<file path="src/rtl/txw_pkg.sv">
package txw_pkg;
  localparam int DATA_W = 32;
  localparam int LEN_W = 12;
  localparam int TYPE_LO = 28;
  localparam int DESC_WORDS = 2;

  localparam logic [3:0] DT_EMPTY = 4'h3;
  localparam logic [3:0] DT_FRAME = 4'h7;
  localparam logic [3:0] DT_LINK = 4'h9;
  localparam logic [3:0] DT_EOS = 4'hA;

  typedef enum logic [2:0] {
    S_IDLE, S_FETCH, S_DECODE, S_TAKEPTR, S_SEND, S_WBACK
  } txw_state_e;

  typedef struct packed {
    logic loadBase;
    logic rdCtrl;
    logic loadCtrl;
    logic rdPtr;
    logic loadLink;
    logic loadFrame;
    logic sending;
    logic wrBack;
    logic advance;
  } txw_strobe_t;
endpackage

</file>
<file path="src/rtl/txw_datapath.sv">
module txw_datapath
  import txw_pkg::*;
#(
  parameter int AW = 8
) (
  input  logic              clk,
  input  logic              rstN,
  input  txw_strobe_t       st,
  input  logic [AW-1:0]     baseAddr,
  input  logic [DATA_W-1:0] memRdata,
  output logic              memReq,
  output logic              memWe,
  output logic [AW-1:0]     memAddr,
  output logic [DATA_W-1:0] memWdata,
  output logic [3:0]        liveType,
  output logic [3:0]        heldType,
  output logic [DATA_W-1:0] frmPtr,
  output logic [LEN_W-1:0]  frmLen
);
  localparam logic [AW-1:0] STEP = AW'(DESC_WORDS);

  logic [AW-1:0]     curAddr;
  logic [DATA_W-1:0] ctrlReg;
  logic [DATA_W-1:0] ptrReg;

  always_ff @(posedge clk) begin
    if (!rstN) begin
      curAddr <= '0;
      ctrlReg <= '0;
      ptrReg  <= '0;
    end else begin
      if (st.loadBase)       curAddr <= baseAddr;
      else if (st.loadLink)  curAddr <= memRdata[AW-1:0];
      else if (st.advance)   curAddr <= curAddr + STEP;
      if (st.loadCtrl)  ctrlReg <= memRdata;
      if (st.loadFrame) ptrReg  <= memRdata;
    end
  end

  assign memReq   = st.rdCtrl | st.rdPtr | st.wrBack;
  assign memWe    = st.wrBack;
  assign memAddr  = st.rdPtr ? curAddr + AW'(1) : curAddr;
  assign memWdata = {DT_EMPTY, ctrlReg[TYPE_LO-1:0]};
  assign liveType = memRdata[DATA_W-1:TYPE_LO];
  assign heldType = ctrlReg[DATA_W-1:TYPE_LO];
  assign frmPtr   = ptrReg;
  assign frmLen   = ctrlReg[LEN_W-1:0];

  // offered frame fields do not move while the offer is held
  a_r4_frame_stable: assert property (@(posedge clk) disable iff (!rstN)
    st.sending && $past(st.sending) |-> $stable(frmPtr) && $stable(frmLen));
endmodule

</file>
<file path="src/rtl/txw_ctrl.sv">
module txw_ctrl
  import txw_pkg::*;
(
  input  logic        clk,
  input  logic        rstN,
  input  logic        startSet,
  input  logic [3:0]  liveType,
  input  logic [3:0]  heldType,
  input  logic        frmDone,
  output txw_strobe_t st,
  output logic        txActive,
  output logic        chainErr,
  output logic        frmReq
);
  txw_state_e state, nxt;
  logic prevLink, resumeOk;
  logic accept, doStop, doFault, isLink, isFrame;

  assign accept  = (state == S_IDLE) && startSet;
  assign isLink  = (liveType == DT_LINK);
  assign isFrame = (liveType == DT_FRAME);

  always_comb begin
    st      = '0;
    nxt     = state;
    doStop  = 1'b0;
    doFault = 1'b0;
    case (state)
      S_IDLE: if (accept) begin
        st.loadBase = !resumeOk;
        nxt = S_FETCH;
      end
      S_FETCH: begin
        st.rdCtrl = 1'b1;
        nxt = S_DECODE;
      end
      S_DECODE: begin
        st.loadCtrl = 1'b1;
        if ((isLink && !prevLink) || isFrame) begin
          st.rdPtr = 1'b1;
          nxt = S_TAKEPTR;
        end else if (liveType == DT_EMPTY || liveType == DT_EOS) begin
          doStop = 1'b1;
          nxt = S_IDLE;
        end else begin
          doFault = 1'b1;
          nxt = S_IDLE;
        end
      end
      S_TAKEPTR: begin
        if (heldType == DT_LINK) begin
          st.loadLink = 1'b1;
          nxt = S_FETCH;
        end else begin
          st.loadFrame = 1'b1;
          nxt = S_SEND;
        end
      end
      S_SEND: begin
        st.sending = 1'b1;
        if (frmDone) nxt = S_WBACK;
      end
      S_WBACK: begin
        st.wrBack  = 1'b1;
        st.advance = 1'b1;
        nxt = S_FETCH;
      end
      default: nxt = S_IDLE;
    endcase
  end

  always_ff @(posedge clk) begin
    if (!rstN) begin
      state    <= S_IDLE;
      txActive <= 1'b0;
      chainErr <= 1'b0;
      prevLink <= 1'b0;
      resumeOk <= 1'b0;
    end else begin
      state <= nxt;
      if (accept) begin
        txActive <= 1'b1;
        chainErr <= 1'b0;
        prevLink <= 1'b0;
      end
      if (doStop) begin
        txActive <= 1'b0;
        resumeOk <= 1'b1;
      end
      if (doFault) begin
        txActive <= 1'b0;
        chainErr <= 1'b1;
        resumeOk <= 1'b0;
      end
      if (state == S_TAKEPTR) prevLink <= (heldType == DT_LINK);
    end
  end

  assign frmReq = st.sending;

  // an offer is held until the MAC reports it done
  a_r4_hold_req: assert property (@(posedge clk) disable iff (!rstN)
    frmReq && !frmDone |=> frmReq);
  // frames are only offered inside an active walk
  a_r4_req_active: assert property (@(posedge clk) disable iff (!rstN)
    frmReq |-> txActive);
  // a rewrite only follows a completed frame
  a_r5_wb_after_done: assert property (@(posedge clk) disable iff (!rstN)
    st.wrBack |-> $past(frmReq && frmDone));
  // raising the fault flag ends the walk
  a_r8_err_stops: assert property (@(posedge clk) disable iff (!rstN)
    $rose(chainErr) |-> !txActive);
endmodule

</file>
<file path="src/rtl/txw_top.sv">
module txw_top
  import txw_pkg::*;
#(
  parameter int AW = 8
) (
  input  logic          clk,
  input  logic          rstN,
  input  logic          startSet,
  input  logic [AW-1:0] baseAddr,
  output logic          txActive,
  output logic          chainErr,
  output logic          memReq,
  output logic          memWe,
  output logic [AW-1:0] memAddr,
  output logic [31:0]   memWdata,
  input  logic [31:0]   memRdata,
  output logic          frmReq,
  output logic [31:0]   frmPtr,
  output logic [11:0]   frmLen,
  input  logic          frmDone
);
  txw_strobe_t st;
  logic [3:0] liveType, heldType;

  txw_ctrl ctrl_i (
    .clk(clk), .rstN(rstN), .startSet(startSet),
    .liveType(liveType), .heldType(heldType), .frmDone(frmDone),
    .st(st), .txActive(txActive), .chainErr(chainErr), .frmReq(frmReq)
  );

  txw_datapath #(.AW(AW)) dp_i (
    .clk(clk), .rstN(rstN), .st(st), .baseAddr(baseAddr),
    .memRdata(memRdata), .memReq(memReq), .memWe(memWe),
    .memAddr(memAddr), .memWdata(memWdata),
    .liveType(liveType), .heldType(heldType),
    .frmPtr(frmPtr), .frmLen(frmLen)
  );

  // writes to memory only happen while a walk is active
  a_r6_write_active: assert property (@(posedge clk) disable iff (!rstN)
    memWe |-> memReq && txActive);
endmodule

</file>
<file path="config.mk">
export PLATFORM = sky130hd
export DESIGN_NAME = txw_top
export DESIGN_NICKNAME = d
export VERILOG_FILES = /design/src/rtl/txw_pkg.sv /design/src/rtl/txw_datapath.sv /design/src/rtl/txw_ctrl.sv /design/src/rtl/txw_top.sv
export SDC_FILE = /design/constraint.sdc
export NUM_CORES = 1
export LEC_CHECK = 0
export ABC_AREA = 1
export BUFFER_PORTS_ARGS = -buffer_cell sky130_fd_sc_hd__buf_2
export CORE_UTILIZATION = 49
export CTS_CLUSTER_SIZE = 30
export DETAILED_ROUTE_END_ITERATION = 10
export GPL_TIMING_DRIVEN = 0
export PLACE_DENSITY = 0.81
export SYNTH_ARGS = -nofsm -noshare
export SYNTH_HDL_FRONTEND = slang
export SYNTH_SLANG_ARGS = --single-unit
</file>
<file path="constraint.sdc">
create_clock -name clk -period 1.6 [get_ports clk]
set_input_delay 0 -clock clk [delete_from_list [all_inputs] [get_ports clk]]
set_output_delay 0 -clock clk [all_outputs]
set_load 0.005 [all_outputs]
</file>
==> qor_table.md <==
| Quantity | Reported |
|---|---|
| Hold_ws | -0.0003804 ns |
| Leakage power total | 2.637 nW |
| Max-slew violations | 0 |
| Pre-CTS setup slack | 0.01295 ns |
| Most used DFF post-synth | sky130_fd_sc_hd__dfxtp_1 |
| Synth Area per Inst | 7.050 µm² |
| DRC Markers | 0 |
| Total wirelength of the detailed-routed design | 11210 µm |
| Worst clock skew | 0.007328 ns |
| Root cell of the clock tree | sky130_fd_sc_hd__clkbuf_8 |
| Clock transition at the registers of the reported paths | 0.08 ns |
| Max IR drop VDD | 0.0007604 V |
| Startpoint of the lowest-slack register-to-register path | ctrl_i.state[1] |
| Crit-path max cell delay | 0.39 ns |
| Sum of overflow across all layers after global routing | 0 |
| Final core area utilization | 0.7362 |
| Via count | 4060 |
| Maximum buffer depth of the clock tree | 2 |
| Share of the cycle needed by the critical path after routing | 0.9541 |
| Die span in y | 86.65 µm |
| Synthesized instance count | 498 |
| Max-cap viol count | 0 |
| Synth top area cells | sky130_fd_sc_hd__dfxtp_1 (45%), sky130_fd_sc_hd__nor2_1 (15%), sky130_fd_sc_hd__o21ai_0 (12%), sky130_fd_sc_hd__nand2_1 (6.9%), sky130_fd_sc_hd__buf_4 (4.1%) |
| Die area | 7507 µm² |
| Cell family with most CP delay | simple AND/OR/NAND/NOR gates |
| TritonCTS clock tree | built |
| Crit-path cells | nor3_4, buf_6, nand2_8, clkinv_2, nand3_1, nand2_1, buf_2 |
| Crit path max-delay cell type | sky130_fd_sc_hd__dfxtp_2 |
| Largest net degree at the start of global routing | 14 |
| Clk sink count | 79 |
| Final Setup Violations | 0 |
| Cells after DPL | 723 |
| Antenna diode count | 0 |
| Filler cell count | 503 |
| Least-Margin Pin Slew | 0.5347 ns |
| Arrival time of the worst setup path | 1.53 ns |
| Start-to-end type of the worst setup path | reg2out |
| Setup repair after global routing missed its margin | true |
| 1st-pass router iterations | 5 |
| Number of enable-type register cells in the synthesized netlist | 0 |
| Classification of the worst-slack hold path | in2reg |
| Startpoint of the lowest-slack hold path | baseAddr[5] |
| Total Power Consumption | 4.880 mW |
| Core Box Area | 6869 µm² |
| Dominant cell type by area after synthesis | sky130_fd_sc_hd__dfxtp_1 |
| Number of distinct library cell variants in the gate-level netlist after synthesis | 27 |
| H-tree lvl count | 3 |
| Worst path bufs/invs | 3 |
| Post-detail-place hpwl | 7220 µm |
| Fraction of post-synthesis cell area in the top cell type by area | 0.4505 |
| Io pins | 133 |
| Floorplan die width | 86.65 µm |
| Global routing usage summed across all routing layers | 0.3006 |
| Number of violations reported at the end of detailed-routing iteration 0 | 259 |
| Worst setup EP type | primary output |
| Starting utilization of the core area | 0.5111 |
| Clock latency of the later-clocked register in the worst-skew pair | 0.34 ns |
| Synthesized area | 3511 µm² |
| Number of global-route vias before repair | 4009 |
| Initial antenna violation count | 0 |
| Port Buffers | 127 |
| Critical path required time | 1.60 ns |
| Max-Slew Margin vs Limit | 0.6436 |
| Minimum setup slack in the final design | 0.07351 ns |
| Std-Cell Rows | 30 |
| Total clock buffers created by CTS | 9 |
| Multi-input gate area | 1684 µm² |
| Post-layout net count | 729 |
| Nature of the critical path startpoint | register |
| Area growth from synthesis to final layout | 44.05% |
| Final Hold Vio Count | 1 |
| Weighted congestion at the end of routability-driven global placement | 0.9015 |
| Sequential-to-total area share from yosys stat | 0.4505 |
| Yosys reg bits | 79 |
| Aggregate negative setup slack | 0 ns |
| Maximum fanout along the worst path | 6 |
| Share of cells above drive strength 1 | 0.3086 |
| Synthesis warning total | 0 |
| Routed via count divided by cell count | 5.185 |
| Violated checks | hold timing |
| Highest attainable clock frequency | 655.1 MHz |
| Footprint of the flip-flops and latches | 1603 µm² |
| First-pass GRT wire length | 17780 µm |
| Fin cells | 783 |
| Final critical path time including I/O delays and setup | 1.526 ns |
| Antenna-violating nets left | 0 |
| Pwr/cell area | 965.0 nW/µm² |
| Worst Setup SP | ctrl_i.state[2] |
| Outcome | complete, but fails checks |
| Routed len/inst | 14.32 µm |
| Post-synthesis async set-or-reset flop share | 0 |
-- sequential cells by signal, indices dropped and copies added (netlist names) --
| register | count |
|---|---|
| ctrl_i.txActive | 1 |
| dp_i.curAddr | 8 |
| dp_i.frmPtr | 32 |
| ctrl_i.state | 3 |
| dp_i.ctrlReg | 32 |
| ctrl_i.chainErr | 1 |
| ctrl_i.prevLink | 1 |
| ctrl_i.resumeOk | 1 |
-- power by group --
part	leakage, nW	switching [mW]	internal [mW]
registers	0.647	0.128	2.12
clock network	0.105	0.730	0.867
logic	1.88	0.550	0.483
total	2.64	1.41	3.47
-- cells in the mapped netlist, types with 5 or more instances --
master                     instances
sky130_fd_sc_hd__xor2_1            5
sky130_fd_sc_hd__o21ai_0          82
sky130_fd_sc_hd__nand3b_1          6
sky130_fd_sc_hd__nor2_1          140
sky130_fd_sc_hd__buf_4            19
sky130_fd_sc_hd__nand2_1          65
sky130_fd_sc_hd__a21oi_1          16
sky130_fd_sc_hd__dfxtp_1          79
sky130_fd_sc_hd__buf_2             9
sky130_fd_sc_hd__nand3_1          16
sky130_fd_sc_hd__nand4_1           5
sky130_fd_sc_hd__inv_1            28
sky130_fd_sc_hd__clkbuf_1          9
-- metrics by stage --
stage | hold WS (ns) | instance area [µm²]
2_1_floorplan | 0.1349 | 3518
3_3_place_gp | 0.2414 | 4274
5_1_grt | 0.01652 | 5057
6_report | -0.0003804 | 5057
3_5_place_dp | 0.2445 | 4274
4_1_cts | 0.001803 | 4896
-- placed cells by master (no fill, tap or decap), drive strengths merged --
master,synthesis,final
nor2,142,142
nand4,6,6
inv,30,30
nand3b,6,6
ha,2,2
nand3,17,17
dlygate4sd3,0,36
nand2,67,68
buf,30,161
clkbuf,9,21
a21oi,17,17
conb,2,4
clkinvlp,0,1
xor2,5,5
nor3,1,1
o21ai,82,82
bufinv,0,2
dfxtp,79,79
xnor2,2,2
clkinv,1,5
-- logic make-up after synthesis --
group	after synthesis	share of synthesized area
fa+ha+maj	2	0.007126
simple gates	239	0.2801
buf+inv	70	0.1005
other cells	2	0.002139
xor+xnor	7	0.01746
flops	79	0.4505
compound gates	99	0.1422
-- layout make-up --
class                           count  share of cell area
Buffer                             39             0.05121
Clock buffer                        9             0.02449
Clock inverter                      6             0.01707
Inverter                           31             0.02449
Multi-Input combinational cell    352              0.3330
Sequential cell                    79              0.3169
Tap cell                           96             0.02375
Timing Repair Buffer              170              0.2081
Timing Repair inverter              1           0.0009896
-- metal layers --
layer	routed length, µm	global-route usage
met1	4349	0.3429
met2	5631	0.5361
met5	0	0
met3	979	0.06381
met4	252	0.1409
-- path summary, 6_finish.rpt --
check / endpoint / slack, ns / depth (start not counted)
setup / recovery: memAddr[7] / 0.07 / 7
hold / removal: dp_i.curAddr[5] / -0.0004 / 5
setup reg to reg: dp_i.curAddr[0] / 0.08 / 8
hold reg to reg: ctrl_i.chainErr / 0.47 / 2
-- worst register-to-register path: stages (launching register included) --
cell,delay [ns]
sky130_fd_sc_hd__dfxtp_4,0.36
sky130_fd_sc_hd__buf_4,0.15
sky130_fd_sc_hd__nor2_4,0.15
sky130_fd_sc_hd__nand4_4,0.15
sky130_fd_sc_hd__buf_4,0.19
sky130_fd_sc_hd__nand2_1,0.10
sky130_fd_sc_hd__nor2_1,0.07
sky130_fd_sc_hd__o21ai_0,0.18
sky130_fd_sc_hd__inv_1,0.06
-- repair_timing --
item,CTS,global route
hold buffers,36,0
endpoints found under the hold margin,67,0
gates resized for setup,15,41
gates cloned,0,2
endpoints found under the setup margin,10,43
pin swaps,0,8
buffers inserted,1,6
(Power assumes the default switching activity.)
